**src/rtl/mon_pkg.sv**
```systemverilog
`timescale 1ns/1ps
package mon_pkg;

    localparam int NUM_KINDS = 8;

    typedef enum logic [2:0] {
        CY_IDLE  = 3'd0,
        CY_READ  = 3'd1,
        CY_EWR   = 3'd2,
        CY_DWR   = 3'd3,
        CY_RMW   = 3'd4,
        CY_CBR   = 3'd5,
        CY_RONLY = 3'd6,
        CY_SELF  = 3'd7
    } cyc_kind_e;

    // strobe levels converted to active high
    typedef struct packed {
        logic       ras;
        logic [1:0] cas;   // [0] lower byte, [1] upper byte
        logic       we;
        logic       oe;
    } strobe_t;

    typedef struct packed {
        logic       ras_rise;
        logic       ras_fall;
        logic [1:0] cas_rise;
        logic       any_rise;
        logic       any_fall;
    } edges_t;

    function automatic cyc_kind_e access_kind(input logic early, input logic late,
                                              input logic read_seen);
        if (early)
            return CY_EWR;
        else if (late)
            return read_seen ? CY_RMW : CY_DWR;
        else
            return CY_READ;
    endfunction

endpackage

```
**src/rtl/mon_edge.sv**
```systemverilog
`timescale 1ns/1ps
module mon_edge
    import mon_pkg::*;
(
    input  logic       clk,
    input  logic       rst,
    input  logic       ras,
    input  logic [1:0] cas,
    output logic [1:0] prev_cas,
    output edges_t     ev
);

    logic       ras_q;
    logic [1:0] cas_q;

    always_ff @(posedge clk) begin
        if (rst) begin
            ras_q <= 1'b0;
            cas_q <= 2'b00;
        end else begin
            ras_q <= ras;
            cas_q <= cas;
        end
    end

    always_comb begin
        ev.ras_rise = ras & ~ras_q;
        ev.ras_fall = ~ras & ras_q;
        ev.cas_rise = cas & ~cas_q;
        ev.any_rise = (|cas) & ~(|cas_q);
        ev.any_fall = ~(|cas) & (|cas_q);
    end

    assign prev_cas = cas_q;

endmodule

```
**src/rtl/mon_classify.sv**
```systemverilog
`timescale 1ns/1ps
module mon_classify
    import mon_pkg::*;
#(
    parameter int SELF_CYCLES = 1024
) (
    input  logic       clk,
    input  logic       rst,
    input  strobe_t    now,
    input  logic [1:0] prev_cas,
    input  edges_t     ev,
    output logic       rpt_valid,
    output cyc_kind_e  rpt_kind,
    output logic       rpt_err,
    output logic       lane_block
);

    localparam int              SC_W     = $clog2(SELF_CYCLES + 1);
    localparam logic [SC_W-1:0] SELF_LIM = SC_W'(SELF_CYCLES);

    logic            cbr_q, accessed_q, open_q;
    logic            early_q, late_q, rd_q, stag_q;
    logic [SC_W-1:0] hold_q;

    logic cbr_now, acc_start, early_eff;

    assign cbr_now    = ev.ras_rise & (|prev_cas);
    assign acc_start  = ev.any_rise & now.ras & ~cbr_q & ~cbr_now;
    assign early_eff  = acc_start ? now.we : early_q;
    assign lane_block = cbr_q | cbr_now | early_eff;

    always_ff @(posedge clk) begin
        if (rst) begin
            cbr_q      <= 1'b0;
            accessed_q <= 1'b0;
            open_q     <= 1'b0;
            early_q    <= 1'b0;
            late_q     <= 1'b0;
            rd_q       <= 1'b0;
            stag_q     <= 1'b0;
            hold_q     <= '0;
            rpt_valid  <= 1'b0;
            rpt_kind   <= CY_IDLE;
            rpt_err    <= 1'b0;
        end else begin
            rpt_valid <= 1'b0;
            rpt_kind  <= CY_IDLE;
            rpt_err   <= 1'b0;

            // row strobe entry and refresh dwell counter
            if (ev.ras_rise) begin
                cbr_q      <= cbr_now;
                accessed_q <= 1'b0;
                hold_q     <= '0;
            end else if (cbr_q && now.ras && (|now.cas) && hold_q != SELF_LIM) begin
                hold_q <= hold_q + 1'b1;
            end

            // column access tracking
            if (acc_start) begin
                open_q     <= 1'b1;
                accessed_q <= 1'b1;
                early_q    <= now.we;
                late_q     <= 1'b0;
                rd_q       <= ~now.we & now.oe;
                stag_q     <= 1'b0;
            end else if (open_q) begin
                if (ev.any_fall) begin
                    open_q    <= 1'b0;
                    early_q   <= 1'b0;
                    rpt_valid <= 1'b1;
                    rpt_kind  <= access_kind(early_q, late_q, rd_q);
                    rpt_err   <= stag_q & (early_q | late_q);
                end else begin
                    if (!early_q && now.we)
                        late_q <= 1'b1;
                    if (!late_q && !now.we && now.oe)
                        rd_q <= 1'b1;
                    if (|ev.cas_rise)
                        stag_q <= 1'b1;
                end
            end

            // row strobe release: refresh reports
            if (ev.ras_fall) begin
                cbr_q <= 1'b0;
                if (cbr_q) begin
                    rpt_valid <= 1'b1;
                    rpt_kind  <= (hold_q >= SELF_LIM) ? CY_SELF : CY_CBR;
                end else if (!accessed_q && !open_q) begin
                    rpt_valid <= 1'b1;
                    rpt_kind  <= CY_RONLY;
                end
            end
        end
    end

endmodule

```
**src/rtl/mon_lane.sv**
```systemverilog
`timescale 1ns/1ps
module mon_lane (
    input  logic clk,
    input  logic rst,
    input  logic ras,
    input  logic cas,
    input  logic we,
    input  logic oe,
    input  logic block,
    output logic drive
);

    logic drive_nxt;

    always_comb begin
        if (ras && cas)
            drive_nxt = oe & ~we & ~block;
        else
            drive_nxt = drive & (ras | cas) & oe & ~we;
    end

    always_ff @(posedge clk) begin
        if (rst)
            drive <= 1'b0;
        else
            drive <= drive_nxt;
    end

endmodule

```
**src/rtl/mon_tally.sv**
```systemverilog
`timescale 1ns/1ps
module mon_tally
    import mon_pkg::*;
#(
    parameter int CNT_W = 16
) (
    input  logic                       clk,
    input  logic                       rst,
    input  logic                       valid,
    input  logic [2:0]                 kind,
    output logic [NUM_KINDS*CNT_W-1:0] counts
);

    for (genvar k = 0; k < NUM_KINDS; k++) begin : g_bin
        logic [CNT_W-1:0] cnt;
        always_ff @(posedge clk) begin
            if (rst)
                cnt <= '0;
            else if (valid && kind == 3'(k))
                cnt <= cnt + 1'b1;
        end
        assign counts[k*CNT_W +: CNT_W] = cnt;
    end

endmodule

```
**src/rtl/strobe_cycle_monitor.sv**
```systemverilog
`timescale 1ns/1ps
module strobe_cycle_monitor
    import mon_pkg::*;
#(
    parameter int SELF_CYCLES = 1024,
    parameter int CNT_W       = 16
) (
    input  logic                       clk,
    input  logic                       rst,
    input  logic                       ras_n,
    input  logic                       ucas_n,
    input  logic                       lcas_n,
    input  logic                       we_n,
    input  logic                       oe_n,
    output logic                       cyc_valid,
    output logic [2:0]                 cyc_type,
    output logic                       seq_err,
    output logic [1:0]                 drive,
    output logic [NUM_KINDS*CNT_W-1:0] type_counts
);

    strobe_t    now;
    edges_t     ev;
    logic [1:0] prev_cas;
    cyc_kind_e  kind;
    logic       lane_block;

    assign now.ras = ~ras_n;
    assign now.cas = {~ucas_n, ~lcas_n};
    assign now.we  = ~we_n;
    assign now.oe  = ~oe_n;

    mon_edge u_edge (
        .clk      (clk),
        .rst      (rst),
        .ras      (now.ras),
        .cas      (now.cas),
        .prev_cas (prev_cas),
        .ev       (ev)
    );

    mon_classify #(.SELF_CYCLES(SELF_CYCLES)) u_class (
        .clk        (clk),
        .rst        (rst),
        .now        (now),
        .prev_cas   (prev_cas),
        .ev         (ev),
        .rpt_valid  (cyc_valid),
        .rpt_kind   (kind),
        .rpt_err    (seq_err),
        .lane_block (lane_block)
    );

    assign cyc_type = kind;

    for (genvar b = 0; b < 2; b++) begin : g_lane
        mon_lane u_lane (
            .clk   (clk),
            .rst   (rst),
            .ras   (now.ras),
            .cas   (now.cas[b]),
            .we    (now.we),
            .oe    (now.oe),
            .block (lane_block),
            .drive (drive[b])
        );
    end

    mon_tally #(.CNT_W(CNT_W)) u_tally (
        .clk    (clk),
        .rst    (rst),
        .valid  (cyc_valid),
        .kind   (kind),
        .counts (type_counts)
    );

endmodule

```
**config.mk**
```make
export PLATFORM = sky130hd
export DESIGN_NAME = strobe_cycle_monitor
export DESIGN_NICKNAME = d
export VERILOG_FILES = /design/src/rtl/mon_pkg.sv /design/src/rtl/mon_edge.sv /design/src/rtl/mon_classify.sv /design/src/rtl/mon_lane.sv /design/src/rtl/mon_tally.sv /design/src/rtl/strobe_cycle_monitor.sv
export SDC_FILE = /design/constraint.sdc
export NUM_CORES = 1
export LEC_CHECK = 0
export CAP_MARGIN = 30
export CORE_ASPECT_RATIO = 0.8
export CORE_UTILIZATION = 57
export DETAILED_ROUTE_END_ITERATION = 8
export DONT_BUFFER_PORTS = 1
export MAX_ROUTING_LAYER = met4
export PLACE_DENSITY = 0.84
export SETUP_SLACK_MARGIN = 0.05
export SYNTH_ARGS = -nofsm -noshare
export SYNTH_HDL_FRONTEND = slang
export SYNTH_HIERARCHICAL = 1
export SYNTH_SLANG_ARGS = --single-unit
```
**constraint.sdc**
```tcl
create_clock -name clk -period 1.95 [get_ports clk]
set_clock_uncertainty 0.1 [all_clocks]
set_input_delay 0.0975 -clock clk [delete_from_list [all_inputs] [get_ports clk]]
set_output_delay 0.0975 -clock clk [all_outputs]
set_load 0.1 [all_outputs]
```
# ---- Word-level counts from Yosys, hierarchy flattened
# Index checks and enable logic that the tools add are counted.
dict set report classes {
  n_bitwise 37
  div_mod_pow 0
  n_addsub 9
  multipliers 0
  muxes 31
  reduce_logical 37
  eq_ne 9
  magnitude_cmp 1
  shifts 0
}
# operator n
set op_table {}
lappend op_table {{$add 16x1->16 const B} 8}
lappend op_table {{$mux 3} 9}
lappend op_table {{$mux 1} 21}
lappend op_table {{$and 1x1->1} 17}
lappend op_table {{$logic_and 1x1->1} 17}
lappend op_table {{$not 1->1} 13}
lappend op_table {{$eq 3x3->1 const B} 4}
lappend op_table {{$reduce_or 2->1} 6}
lappend op_table {{$add 11x1->11 const B} 1}
lappend op_table {{$ge 11x11->1 const B} 1}
lappend op_table {{$ne 11x11->1 const B} 1}
lappend op_table {{$reduce_and 3->1} 3}
lappend op_table {{$reduce_bool 2->1} 4}
lappend op_table {{$eq 3x2->1 const B} 2}
lappend op_table {{$or 1x1->1} 5}
lappend op_table {{$logic_not 1->1} 4}
lappend op_table {{$reduce_or 4->1} 1}
lappend op_table {{$eq 3x1->1 const B} 1}
lappend op_table {{$logic_not 3->1} 1}
lappend op_table {{$and 2x2->2} 1}
lappend op_table {{$mux 2} 1}
lappend op_table {{$ne 2x1->1 const B} 1}
lappend op_table {{$not 2->2} 1}
lappend op_table {{$reduce_and 2->1} 1}
dict set report word_totals {
  elab_cells 147
  mem_bits_rw 0
  out_inout_bits 135
  input_bits 7
  memories 0
  reg_bits 156
  latchBits 0
  rom_bits 0
}

# ---- Depth between registers and ports, before layout
dict set report logic_depth {
  depth_word 11
  mapped_depth 11
  depth_no_buf 10
}

# ---- By module
# The synthesis kept the hierarchy.
# module seq_area_each_um2 cells_per_inst area_each_um2 instances
set modules_own_cells {}
lappend modules_own_cells {mon_tally 2562.5 682 5793.1 1}
lappend modules_own_cells {mon_classify 460.4 126 1071.0 1}
lappend modules_own_cells {mon_edge 60.1 13 122.6 1}
lappend modules_own_cells {mon_lane 20.0 6 53.8 2}
lappend modules_own_cells {strobe_cycle_monitor 0.0 5 18.8 1}

# ---- Worst setup path before layout
# Ideal clock, no wire load.
dict set report synth_path {
  path_type {register -> register}
  startpoint {register u_class.rpt_valid}
  endpoint {register u_tally.g_bin[7].cnt[15]}
  path_slack_ns -0.953
  arrival_time_ns 2.733
  setup_ns 0.070
  stages_incl_launch_ff 7
  required_time_ns 1.780
  path_buffers 2
  period_less_slack_ns 2.903
  cell_sequence {dfxtp_1 -> buf_2 -> nand4_1 -> or2_2 -> clkbuf_1 -> or4_1 -> a21oi_1}
}
dict set report synth_between {
  elab_chain_len 1
}
# element line
set synth_lines {}
lappend synth_lines {{start: declaration} mon_classify.sv:12} ;# output logic rpt_valid,
lappend synth_lines {{start signal: assignment} mon_classify.sv:42} ;# rpt_valid <= 1'b0;
lappend synth_lines {{start signal: assignment} mon_classify.sv:46} ;# rpt_valid <= 1'b0;
lappend synth_lines {{start signal: assignment} mon_classify.sv:71} ;# rpt_valid <= 1'b1;
lappend synth_lines {{$logic_and 1x1->1} mon_tally.sv:19} ;# else if (valid && kind == 3'(k))
lappend synth_lines {{end signal: assignment} mon_tally.sv:20} ;# cnt <= cnt + 1'b1;
lappend synth_lines {{end: declaration} mon_tally.sv:15} ;# logic [CNT_W-1:0] cnt;
# No other way between the ends.
# A chain may end at the register's enable or synchronous reset.

# ---- Worst setup path after layout
dict set report layout_path {
  startpoint {register u_class.rpt_kind[0]}
  endpoint {register u_tally.g_bin[0].cnt[13]}
}
dict set report layout_between {
  elab_chain_len 2
}
# element line
set layout_lines {}
lappend layout_lines {{start: declaration} mon_classify.sv:13} ;# output cyc_kind_e rpt_kind,
lappend layout_lines {{start signal: assignment} mon_classify.sv:72} ;# rpt_kind <= access_kind(early_q, late_q, rd_q);
lappend layout_lines {{start signal: assignment} mon_classify.sv:89} ;# rpt_kind <= (hold_q >= SELF_LIM) ? CY_SELF : CY_CBR;
lappend layout_lines {{$logic_not 3->1} mon_tally.sv:19}
lappend layout_lines {{$logic_and 1x1->1} mon_tally.sv:19}
lappend layout_lines {{end signal: assignment} mon_tally.sv:20}
lappend layout_lines {{end: declaration} mon_tally.sv:15}
# No other way between the ends.

==> impl_metrics.toml <==
[timing]
worstMarginPinSlew_ns = 0.460
setup_tns_ns = -0.588
fin_ws_ns = -0.139
fin_crit_ns = 2.09
fin_hold_ws_ns = -0.362
fmax_ghz = 0.479
hold_viol = 125
timing.slew.headroom_pct = 69.0
rsz0062_at_grt = "true"
fin_crit_sh_pct = 107
finalSetupViolCount = 8
slew_viol_final = 0

[grt]
grt_pass1_vias = 6844
track_usage_pct = 32.6
grt-ovfl-total = 0
antenna_found_initial = 0
grt_max_degree = 160
grt_pass1_wl_mm = 32.5

[yosys]
ys_types = 50
synth_area_um2 = 7110
synth_seq_cells = 156
synth_warnings = 6
synth_top_flop_cell = "dfxtp_1"
ys_seq_area_share_pct = 43.9
syn-num-nets = 855
avgSynthCellArea_um2 = 8.49
netlist_instances = 838
synth_edf_count = 0
async_flop_share_pct = 0

[drt]
antenna_left = 0
dr.first_iter.drc_count = 740
wirelength_mm = 22.7
first_pass_iters = 6
via_per_inst = 6.25
routedWlPerCell_um = 18.9
vias = 7515
drc = 0

[clock_network]
path_clk_slew_ns = 0.06
cts_max_level = 4
ctsHoldBuffers = 37
cts_tree = "built"
ctsLongestPathBuffers = 2
cts-root-buf = "clkbuf_16"
insertion_delay_ns = 0.44
cts_buffers = 17
cts_num_sinks = 156

[floorplanning]
die_w_um = 127
core_area_um2 = 12200
rows = 36
boundaryPins = 142
start_util_pct = 58.5
dieArea_um2 = 12900
dieHeight_um = 102

[placed_design]
portBuffers = 0
gp_congestion = 0.886
dpl-instance-area_um2 = 8810
hpwlAfterDp_mm = 13.0

[status]
outcome = "complete, but fails checks"
violations = "hold timing, setup timing"

[pwr]
worst_ir_drop_vdd_v = 0.000623
power_density_nw_per_um2 = 677
cellLeakagePower_nw = 3.80

[critical_path]
path_class = "reg2reg"
cp_max_fo = 6
required_ns = 2.22
crit_path_start_kind = "flip-flop"
arrival_ns = 2.36
worstSetupEndpointType = "flip-flop"

[cells_and_area]
post-route-util_pct = 82.9
mostFrequentLayoutCells = "174 x buf_4, 107 x nor2_1, 60 x nand2_1"
final_common_cell = "buf_4"
nNetsFinal = 1057
nFillCells = 643
antenna_cells = 0
area_growth_pct = 41.8
drive_gt1_share_pct = 35.3
finalInstanceArea_um2 = 10100

[run]
maxCapViolations = 0

[min_path]
hp-class = "in2reg"
## where the power goes
part / total [mW] / internal, mW / leakage [nW] / switching [mW]
logic: 0.218 / 0.0942 / 2.17 / 0.124
clock network: 3.47 / 2.19 / 0.295 / 1.28
registers: 3.14 / 3.12 / 1.33 / 0.0201
## final cells by class
class,instances,area [um^2],share of cell area (%)
clock buffers,22,464,4.60
repair buffers,217,1740,17.3
flip-flops and latches,156,3390,33.6
clock inverters,8,141,1.40
well taps,152,190,1.89
multi-input cells,620,4050,40.1
inverters,28,105,1.04
## critical path: stages (launching register included)
cell and delay, ns:
dfxtp_4 0.34, or4b_4 0.54, or4b_4 0.59, or3_4 0.35
a21oi_2 0.12
## registers in the layout (all words and copies together) (netlist names), 2 cells and up
signal               flops
u_tally/g_bin.cnt      128
u_edge/prev_cas          2
u_class/rpt_kind         3
g_lane.u_lane/drive      2
u_class/hold_q          11
## through the flow
| stage | instances | setup slack (ns) | total power [mW] |
|---|---|---|---|
| CTS | 1192 | -0.105 | 6.81 |
| finish | 1203 | -0.139 | 6.83 |
| detailed placement | 1123 | -0.109 | 3.38 |
| global route | 1203 | -0.158 | 7.00 |
| global placement | 1123 | -0.0939 | 3.37 |
| floorplan | 838 | -0.286 | 3.38 |
## worst paths after layout
check,end,slack [ns],cells after the start,from
setup reg to reg,u_tally/g_bin[0].cnt[13]$_SDFFE_PP0P_,-0.14,4,u_class/rpt_kind[0]$_SDFF_PP0_
hold reg to reg,u_class/rpt_err$_SDFF_PP0_,0.40,1,u_class/stag_q$_SDFFE_PP0P_
setup / recovery,u_tally/g_bin[0].cnt[13]$_SDFFE_PP0P_,-0.14,4,u_class/rpt_kind[0]$_SDFF_PP0_
hold / removal,u_tally/g_bin[0].cnt[2]$_SDFFE_PP0P_,-0.36,1,rst
## kinds of logic (layout without fill, tap and decap cells)
group                      Yosys count  count (layout)  synth area share [%]
AOI/OAI and AO/OA                  119             119                  10.0
xor gates and xnor gates            78              78                  9.60
adders and majority gates           10              10                  1.76
buffers and inverters               62             275                  3.50
DFF                                156             156                  43.9
muxes                               10              10                  1.51
and+or+nand+nor                    403             403                  29.7
## per-layer routing
layer  routed length (um)  track usage, %  up-vias
met2                11400            56.6      472
li1                     -               -     3374
met4                  656            13.1        0
met1                 8760            36.1     3581
met5                    0               -        -
met3                 1920            8.48       88
## cell usage after synthesis, types with 14 or more instances
cell      instances  area, um^2
dfxtp_1         156        3120
or3_1            28         175
nor3_1           28         140
nand2_1          64         240
nor2b_1          15        93.8
o21ai_0          28         140
inv_1            28         105
a21oi_1          61         305
nor2_1          107         402
xor2_1           32         280
nand3_1          41         205
xnor2_1          46         403
or4_1            14         105
nand4_1          37         231
nor4_1           23         144
clkbuf_1         22        82.6
## repair_timing
| item | in CTS | in global routing |
|---|---|---|
| pin swaps | 9 | 14 |
| endpoints found under the hold margin | 156 | 125 |
| buffers inserted | 2 | 10 |
| resized for setup | 9 | 31 |
| gates cloned | 0 | 1 |
| setup endpoints to repair | 13 | 57 |
(Power assumes the default switching activity.)
